<file path="src/rtl/iec_fmt_pkg.sv">
package iec_fmt_pkg;

  typedef enum logic {
    FMT_PACKED = 1'b0,
    FMT_PCM24  = 1'b1
  } fmt_mode_e;

  localparam int WORD_W  = 32;
  localparam int AUDIO_W = 24;
  localparam int PRE_W   = 4;
  localparam int CS_POS  = 26;
  localparam int PAR_POS = 27;
  localparam int BS_POS  = 28;

endpackage

</file>
<file path="src/rtl/iec_frame_ctr.sv">
module iec_frame_ctr #(
  parameter int FRAMES  = 192,
  parameter int MAX_CH  = 8,
  parameter int FRAME_W = $clog2(FRAMES),
  parameter int CH_W    = $clog2(MAX_CH),
  parameter int CNT_W   = $clog2(MAX_CH + 1)
) (
  input  logic               clk,
  input  logic               rst,
  input  logic               clear,
  input  logic               step,
  input  logic [CNT_W-1:0]   n_ch,
  output logic [FRAME_W-1:0] frame,
  output logic [CH_W-1:0]    ch
);

  localparam logic [FRAME_W-1:0] LAST_FRAME = FRAME_W'(FRAMES - 1);

  logic ch_last;
  assign ch_last = (CNT_W'(ch) + CNT_W'(1)) >= n_ch;

  always_ff @(posedge clk) begin
    if (rst || clear) begin
      frame <= '0;
      ch    <= '0;
    end else if (step) begin
      if (ch_last) begin
        ch    <= '0;
        frame <= (frame == LAST_FRAME) ? '0 : frame + FRAME_W'(1);
      end else begin
        ch <= ch + CH_W'(1);
      end
    end
  end

  AST_FRAME_RANGE: assert property (@(posedge clk) disable iff (rst)
    frame <= LAST_FRAME);

  AST_FRAME_WRAP: assert property (@(posedge clk) disable iff (rst)
    (step && !clear && ch_last && frame == LAST_FRAME) |=> (frame == '0 && ch == '0));

  AST_CLEAR_ZERO: assert property (@(posedge clk) disable iff (rst)
    clear |=> (frame == '0 && ch == '0));

  AST_IDLE_HOLD: assert property (@(posedge clk) disable iff (rst)
    (!step && !clear) |=> ($stable(frame) && $stable(ch)));

endmodule

</file>
<file path="src/rtl/iec_cs_gen.sv">
module iec_cs_gen #(
  parameter int FRAME_W   = 8,
  parameter int CH_W      = 3,
  parameter int SEED_BITS = 32,
  parameter int CHNUM_LSB = 20,
  parameter int CHNUM_W   = 4
) (
  input  logic [FRAME_W-1:0]   frame,
  input  logic [CH_W-1:0]      ch,
  input  logic [SEED_BITS-1:0] seed,
  output logic                 cs_bit
);

  localparam int FIDX_W = $clog2(SEED_BITS);
  localparam logic [FRAME_W-1:0] SEED_LIM = FRAME_W'(SEED_BITS);

  logic [SEED_BITS-1:0] chan_status;
  logic [CHNUM_W-1:0]   chan_num;

  always_comb begin
    chan_num = CHNUM_W'(ch) + CHNUM_W'(1);
    chan_status = seed;
    chan_status[CHNUM_LSB +: CHNUM_W] = chan_num;
    if (frame < SEED_LIM) cs_bit = chan_status[frame[FIDX_W-1:0]];
    else                  cs_bit = 1'b0;
  end

endmodule

</file>
<file path="src/rtl/iec_word_fmt.sv">
module iec_word_fmt
  import iec_fmt_pkg::*;
(
  input  fmt_mode_e          mode,
  input  logic [WORD_W-1:0]  in_w,
  input  logic               cs_bit,
  input  logic               blk_start,
  output logic [WORD_W-1:0]  out_w
);

  always_comb begin
    out_w = '0;
    if (mode == FMT_PCM24) begin
      out_w[AUDIO_W-1:0] = in_w[AUDIO_W-1:0];
      out_w[CS_POS]      = cs_bit;
      out_w[PAR_POS]     = ^{cs_bit, in_w[AUDIO_W-1:0]};
      out_w[BS_POS]      = blk_start;
    end else begin
      out_w[WORD_W-PRE_W-1:0] = in_w[WORD_W-1:PRE_W];
      out_w[BS_POS]           = in_w[PRE_W-1];
    end
  end

endmodule

</file>
<file path="src/rtl/iec_subframe_fmt.sv">
module iec_subframe_fmt
  import iec_fmt_pkg::*;
#(
  parameter int MAX_CH    = 8,
  parameter int MIN_CH    = 2,
  parameter int FRAMES    = 192,
  parameter int SEED_BITS = 32,
  parameter int CHNUM_LSB = 20,
  parameter int CHNUM_W   = 4,
  localparam int CNT_W    = $clog2(MAX_CH + 1),
  localparam int CH_W     = $clog2(MAX_CH),
  localparam int FRAME_W  = $clog2(FRAMES)
) (
  input  logic                 clk,
  input  logic                 rst,
  input  logic                 cfg_mode,
  input  logic [CNT_W-1:0]     cfg_chans,
  input  logic [SEED_BITS-1:0] cfg_seed,
  input  logic                 restart,
  input  logic                 in_valid,
  output logic                 in_ready,
  input  logic [WORD_W-1:0]    in_data,
  output logic                 out_valid,
  input  logic                 out_ready,
  output logic [WORD_W-1:0]    out_data
);

  localparam logic [CNT_W-1:0] LO_CH = CNT_W'(MIN_CH);
  localparam logic [CNT_W-1:0] HI_CH = CNT_W'(MAX_CH);

  fmt_mode_e          mode_q;
  logic               out_pcm_q;
  logic               clr;
  logic               accept;
  logic [CNT_W-1:0]   n_eff;
  logic [FRAME_W-1:0] frame;
  logic [CH_W-1:0]    ch;
  logic               cs_bit;
  logic               blk_start;
  logic [WORD_W-1:0]  fmt_w;

  assign clr      = restart || (cfg_mode != mode_q);
  assign in_ready = (!out_valid || out_ready) && !clr;
  assign accept   = in_valid && in_ready;

  always_comb begin
    if (cfg_chans < LO_CH)      n_eff = LO_CH;
    else if (cfg_chans > HI_CH) n_eff = HI_CH;
    else                        n_eff = cfg_chans;
  end

  iec_frame_ctr #(
    .FRAMES (FRAMES),
    .MAX_CH (MAX_CH),
    .FRAME_W(FRAME_W),
    .CH_W   (CH_W),
    .CNT_W  (CNT_W)
  ) ctr_i (
    .clk  (clk),
    .rst  (rst),
    .clear(clr),
    .step (accept),
    .n_ch (n_eff),
    .frame(frame),
    .ch   (ch)
  );

  iec_cs_gen #(
    .FRAME_W  (FRAME_W),
    .CH_W     (CH_W),
    .SEED_BITS(SEED_BITS),
    .CHNUM_LSB(CHNUM_LSB),
    .CHNUM_W  (CHNUM_W)
  ) cs_i (
    .frame (frame),
    .ch    (ch),
    .seed  (cfg_seed),
    .cs_bit(cs_bit)
  );

  assign blk_start = (frame == '0) && (ch == '0);

  iec_word_fmt fmt_i (
    .mode     (mode_q),
    .in_w     (in_data),
    .cs_bit   (cs_bit),
    .blk_start(blk_start),
    .out_w    (fmt_w)
  );

  always_ff @(posedge clk) begin
    if (rst) begin
      mode_q    <= FMT_PACKED;
      out_valid <= 1'b0;
      out_data  <= '0;
      out_pcm_q <= 1'b0;
    end else begin
      mode_q <= fmt_mode_e'(cfg_mode);
      if (accept) begin
        out_valid <= 1'b1;
        out_data  <= fmt_w;
        out_pcm_q <= (mode_q == FMT_PCM24);
      end else if (out_ready) begin
        out_valid <= 1'b0;
      end
    end
  end

  AST_OUT_HOLD: assert property (@(posedge clk) disable iff (rst)
    (out_valid && !out_ready) |=> (out_valid && $stable(out_data)));

  AST_EVEN_PARITY: assert property (@(posedge clk) disable iff (rst)
    (out_valid && out_pcm_q) |-> (^out_data[PAR_POS:0] == 1'b0));

  AST_PACKED_TOP_ZERO: assert property (@(posedge clk) disable iff (rst)
    (out_valid && !out_pcm_q) |-> (out_data[WORD_W-1:BS_POS+1] == '0));

  AST_RESTART_BLOCKS: assert property (@(posedge clk) disable iff (rst)
    restart |-> !in_ready);

  AST_BS_FIRST_ONLY: assert property (@(posedge clk) disable iff (rst)
    (accept && mode_q == FMT_PCM24 && (frame != '0 || ch != '0)) |=> !out_data[BS_POS]);

endmodule

</file>
<file path="config.mk">
export PLATFORM = sky130hd
export DESIGN_NAME = iec_subframe_fmt
export DESIGN_NICKNAME = d
export VERILOG_FILES = /design/src/rtl/iec_fmt_pkg.sv /design/src/rtl/iec_frame_ctr.sv /design/src/rtl/iec_cs_gen.sv /design/src/rtl/iec_word_fmt.sv /design/src/rtl/iec_subframe_fmt.sv
export SDC_FILE = /design/constraint.sdc
export NUM_CORES = 1
export LEC_CHECK = 0
export BUFFER_PORTS_ARGS = -buffer_cell sky130_fd_sc_hd__buf_2
export CORE_MARGIN = 10
export CORE_UTILIZATION = 30
export DETAILED_ROUTE_END_ITERATION = 10
export PLACE_DENSITY_LB_ADDON = 0.2
export SYNTH_ARGS = -nofsm -noshare
export SYNTH_HDL_FRONTEND = slang
export SYNTH_SLANG_ARGS = --single-unit
</file>
<file path="constraint.sdc">
create_clock -name clk -period 3.5 [get_ports clk]
set_input_delay 0.175 -clock clk [delete_from_list [all_inputs] [get_ports clk]]
set_output_delay 0.175 -clock clk [all_outputs]
set_load 0.02 [all_outputs]
</file>
# Word level (Yosys, flattened, before mapping)
# Index checks and enable logic that the tools add are counted.
# word_totals
wordCells	40
inputBits	74
out_inout_bits	34
regBits	42
# classes
magnitude_cmp	5
muxes	12
addsub	3
n_reduce_logical	13
eq_ne	2
# op_table
op	count
$reduce_xor A25 Y1	1
$mux W24	1
$add A8 B1 Y8 const B	1
$eq A8 B8 Y1 const B	1
$logic_not A8 Y1	1
$lt A8 B6 Y1 const B	1
$mux W4	2
$mux W8	1
$lt A5 B6 Y1 const B	1
$mux W3	2
$bmux W1 S5	1
$add A3 B1 Y4 const B	1
$ge A4 B4 Y1	1
$gt A4 B4 Y1 const B	1
$lt A4 B2 Y1 const B	1
$mux W1	4
$add A3 B1 Y3 const B	1
$logic_and A1 B1 Y1	3
$logic_not A3 Y1	1
$logic_or A1 B1 Y1	3
$logic_not A1 Y1	2
$mux W2	1
$reduce_and A2 Y1	1
$reduce_bool A2 Y1	1
$ne A1 B1 Y1	1

# Logic depth before layout (Yosys ltp)
# logic_depth
word_depth	6
ltp_mapped	10
ltp_nobuf	10

# By module
# A second synthesis with hierarchy kept.
# hier_totals
hier_cells	327
area_unflattened_um2	3226.8
# by_module_without_submodules
module	area_per_inst_um2	cells_per_inst	n_inst	seq_area_each_um2
iec_subframe_fmt	1626.6	158	1	680.7
iec_frame_ctr	663.1	77	1	220.2
iec_word_fmt	586.8	58	1	0.0
iec_cs_gen	350.3	34	1	0.0

# Worst setup path after synthesis
# Ideal clock, no wire load.
# synth_path
path_kind	reg-to-reg
startpoint	register ctr_i.ch[0]
endpoint	register ctr_i.ch[1]
path_buffers	0
required_ns	3.430
setup_time_ns	0.070
slack_ns	1.327
synth_period_minus_slack_ns	2.173
path_stages_with_launch	10
t_arrival_ns	2.104
path_cell_list	dfxtp_1 > inv_1 > ha_1 > ha_1 > a21o_1 > a21o_1 > a21oi_2 > nor2_1 > or2_2 > a21oi_1
# synth_between
elab_chain_cells	3
word_cells_on_any_way	4
cone_classes	add/sub: 2; order compare: 1; mux: 1
# synth_rtl
element	line	text
start, declared	iec_frame_ctr.sv:14	output logic [CH_W-1:0] ch
start signal, assigned	iec_frame_ctr.sv:31	ch <= ch + CH_W'(1);
$add A3 B1 Y4	iec_frame_ctr.sv:20	assign ch_last = (CNT_W'(ch) + CNT_W'(1)) >= n_ch;
$ge A4 B4 Y1	iec_frame_ctr.sv:20	
$mux W3 (*)	iec_frame_ctr.sv:27	if (ch_last) begin
# Mark *: on every way between the ends. The rest lies on a longest branch, timed or not.
# A chain may end at the register's enable or synchronous reset.

# Worst setup path after layout
# layout_path
startpoint	register ctr_i.ch[0]
endpoint	register ctr_i.frame[7]
# layout_between
elab_chain_cells	3
# layout_rtl
element	line	text
$add A3 B1 Y4	iec_frame_ctr.sv:20	
$ge A4 B4 Y1	iec_frame_ctr.sv:20	
$reduce_and A2 Y1 (no line)	n/a	
end signal, assigned	iec_frame_ctr.sv:29	frame <= (frame == LAST_FRAME) ? '0 : frame + FRAME_W'(1);
end, declared	iec_frame_ctr.sv:13	output logic [FRAME_W-1:0] frame,
# Every way passes these cells.

==> run metrics <==
Final Cycle Share=70.3%; row cnt=33; commonest non-fill, non-tap cell in the layout=buf_2; Overflow after GRT=0; Tot Pwr=0.00119 W; Hold-fix buffers, CTS=0; status=complete, no violations; number of flops mapped to enable cells by yosys=0; CP Max Fanout=8; min Tclk post-route=2.46 ns; Hold Crit Class=in2reg; vias per cell=4.73; Fin. Hold Viols=0; # setup viols final=0; CP arrival=2.69 ns; WL per Instance=15.0 µm; worst-margin pin slew=0.652 ns; Antenna Cells=0; clock sinks=42; vias in the first global route=2341; post-synth cell types=46; highest clock rate=406 MHz; cell family with most CP delay=compound AO/OA/AOI/OAI gates; Post-Synthesis Cells=281; CP max-delay cell=dfxtp_1; postcts setup bufs=0; peak supply drop=0.234 mV; critical-path cell list=inv_1 > ha_1 > ha_1 > a21o_1 > a21o_1 > a21oi_2 > nor3_1 > a31o_2 > nor2_1; WS Path Type=reg2reg; Iter 0 DRT Violations=59; Clk pin slew, worst setup/hold paths=0.08 ns; Max-Cap Viols=0; CTS resizes=0; first drt pass iteration count=4; main flop type after synthesis=dfxtp_1; overall routing resource usage=11.1%; leakage=1.34 nW; Worst setup EP type=flip-flop; RSZ-0062 raised after global routing=no; Buf/Inv on CP=1; CTS tree=done; Synth-to-Final Area Change=25.8%; first-pass GRT wire length=11900 µm; gp weighted congestion=0.798; Layout Skew=0.00743 ns; Clock Tree Root=clkbuf_8; Fin Hold WS=0.129 ns; CTS H-Tree Depth=2; DR DRC count=0; Worst Setup Start Kind=flip-flop; Finished Core Util=38.9%; Die Wd=112 µm; Port Buf Inserts=100; commonest non-fill, non-tap cells in the layout=buf_2, nor2_1, dfxtp_1, mux2i_1, xnor2_1; Mapped Area=2550 µm²; initial antenna violation count=0; Max Transition Viols Final=0; io pins=108; Clock Tree Buf Depth=2; worst setup slack after layout=1.04 ns; Power Dens Cells=369 nW/µm²; pre-CTS setup slack=1.06 ns; largest stage delay on the critical path=0.47 ns; initial cell density of the core=30.9%; die footprint=12600 µm²; via count=2259; Clock Latency Late Sink=0.29 ns; Num CTS Buffers=5; sequential fraction of the synthesis area=32.9%; CORE AREA=8260 µm²; ys async rst share=0%; average cell area after synthesis=9.09 µm²; relative slew slack=56.5%; Fillers=883; dpl hpwl=5710 µm; Antenna Nets Post-Route=0; CP required=3.73 ns; share of cells above drive strength 1=32.7%; DRT Wirelength=7160 µm; Seq cells post-synth=42; Die Ht=112 µm; nets=454; pin count of the biggest net entering global routing=34; Synth warnings=0; setup TNS=0 ns
## cell families (layout without fill, tap and decap cells)
kind of cell / count (synthesis) / in the layout / synth area share (%)
buffers and inverters: 31 / 121 / 5.88
adder cells (fa/ha/maj): 8 / 8 / 3.92
XOR/XNOR: 34 / 34 / 11.7
AO/OA/AOI/OAI: 46 / 46 / 13.3
other: 1 / 3 / 0.147
multiplexers: 36 / 36 / 17.4
flip-flops: 42 / 42 / 32.9
AND/OR/NAND/NOR: 83 / 83 / 14.7
## metal layers
metal | vias to the layer above | share of wire (%) | GRT usage [%]
li1 | 1168 | - | -
met1 | 1019 | 47 | 14.3
met2 | 68 | 45 | 17.1
met3 | 4 | 7.5 | 4.37
met4 | 0 | 0.67 | 2.54
met5 | - | 0 | 0
## state kept, by name, indices dropped and copies added, names as in the netlist
| name | count |
|---|---|
| out_valid | 1 |
| ctr_i.frame | 8 |
| mode_q | 1 |
| ctr_i.ch | 3 |
| out_data | 29 |
## final timing paths
kind         cells past startpoint                          end  slack [ns]                      start
max                              9  ctr_i.frame[7]$_SDFFE_PP0P_        1.04   ctr_i.ch[0]$_SDFFE_PP0P_
min                              2            mode_q$_SDFF_PP0_        0.13                   cfg_mode
max reg2reg                      9  ctr_i.frame[7]$_SDFFE_PP0P_        1.04   ctr_i.ch[0]$_SDFFE_PP0P_
min reg2reg                      2    out_data[25]$_SDFFE_PP0P_        0.45  out_data[25]$_SDFFE_PP0P_
## cells in the mapped netlist, drive strengths merged, types with 2 or more instances
| library cell | n | area (µm²) |
|---|---|---|
| nor2 | 41 | 154 |
| clkbuf | 8 | 30.0 |
| a211oi | 27 | 203 |
| mux4 | 6 | 143 |
| xnor2 | 28 | 245 |
| nand2b | 2 | 12.5 |
| dfxtp | 42 | 841 |
| a21oi | 5 | 28.8 |
| a21o | 2 | 15.0 |
| nand3 | 2 | 10.0 |
| nor3 | 5 | 30.0 |
| o21ai | 3 | 15.0 |
| nor4 | 4 | 25.0 |
| buf | 13 | 82.6 |
| nand2 | 17 | 63.8 |
| mux2i | 29 | 290 |
| and2 | 2 | 12.5 |
| a31oi | 2 | 18.8 |
| nand3b | 2 | 15.0 |
| nor2b | 2 | 12.5 |
| ha | 8 | 100 |
| inv | 10 | 37.5 |
| xor2 | 6 | 52.6 |
## area by class of cell
class / instances / area, µm² / area share (%)
Sequential cell: 42 / 842 / 26.2
Multi-Input combinational cell: 210 / 1570 / 48.9
Clock buffer: 7 / 76.3 / 2.38
Timing Repair Buffer: 103 / 523 / 16.3
Inverter: 10 / 37.5 / 1.17
Clock inverter: 1 / 30.0 / 0.935
Tap cell: 105 / 131 / 4.09
## metrics by stage
step	instances	cell area (µm²)
final	478	3210
after global routing	478	3210
after CTS	478	3210
after detailed placement	470	3110
after global placement	470	3110
after floorplan	283	2560
## report_power, final
group	switching, W	internal (W)	total, W
logic	0.000157	0.000138	0.000295
registers	0.0000112	0.000500	0.000511
clock network	0.000166	0.000214	0.000380
total	0.000335	0.000851	0.00119
Note: power is estimated with default switching activity, not from simulation.
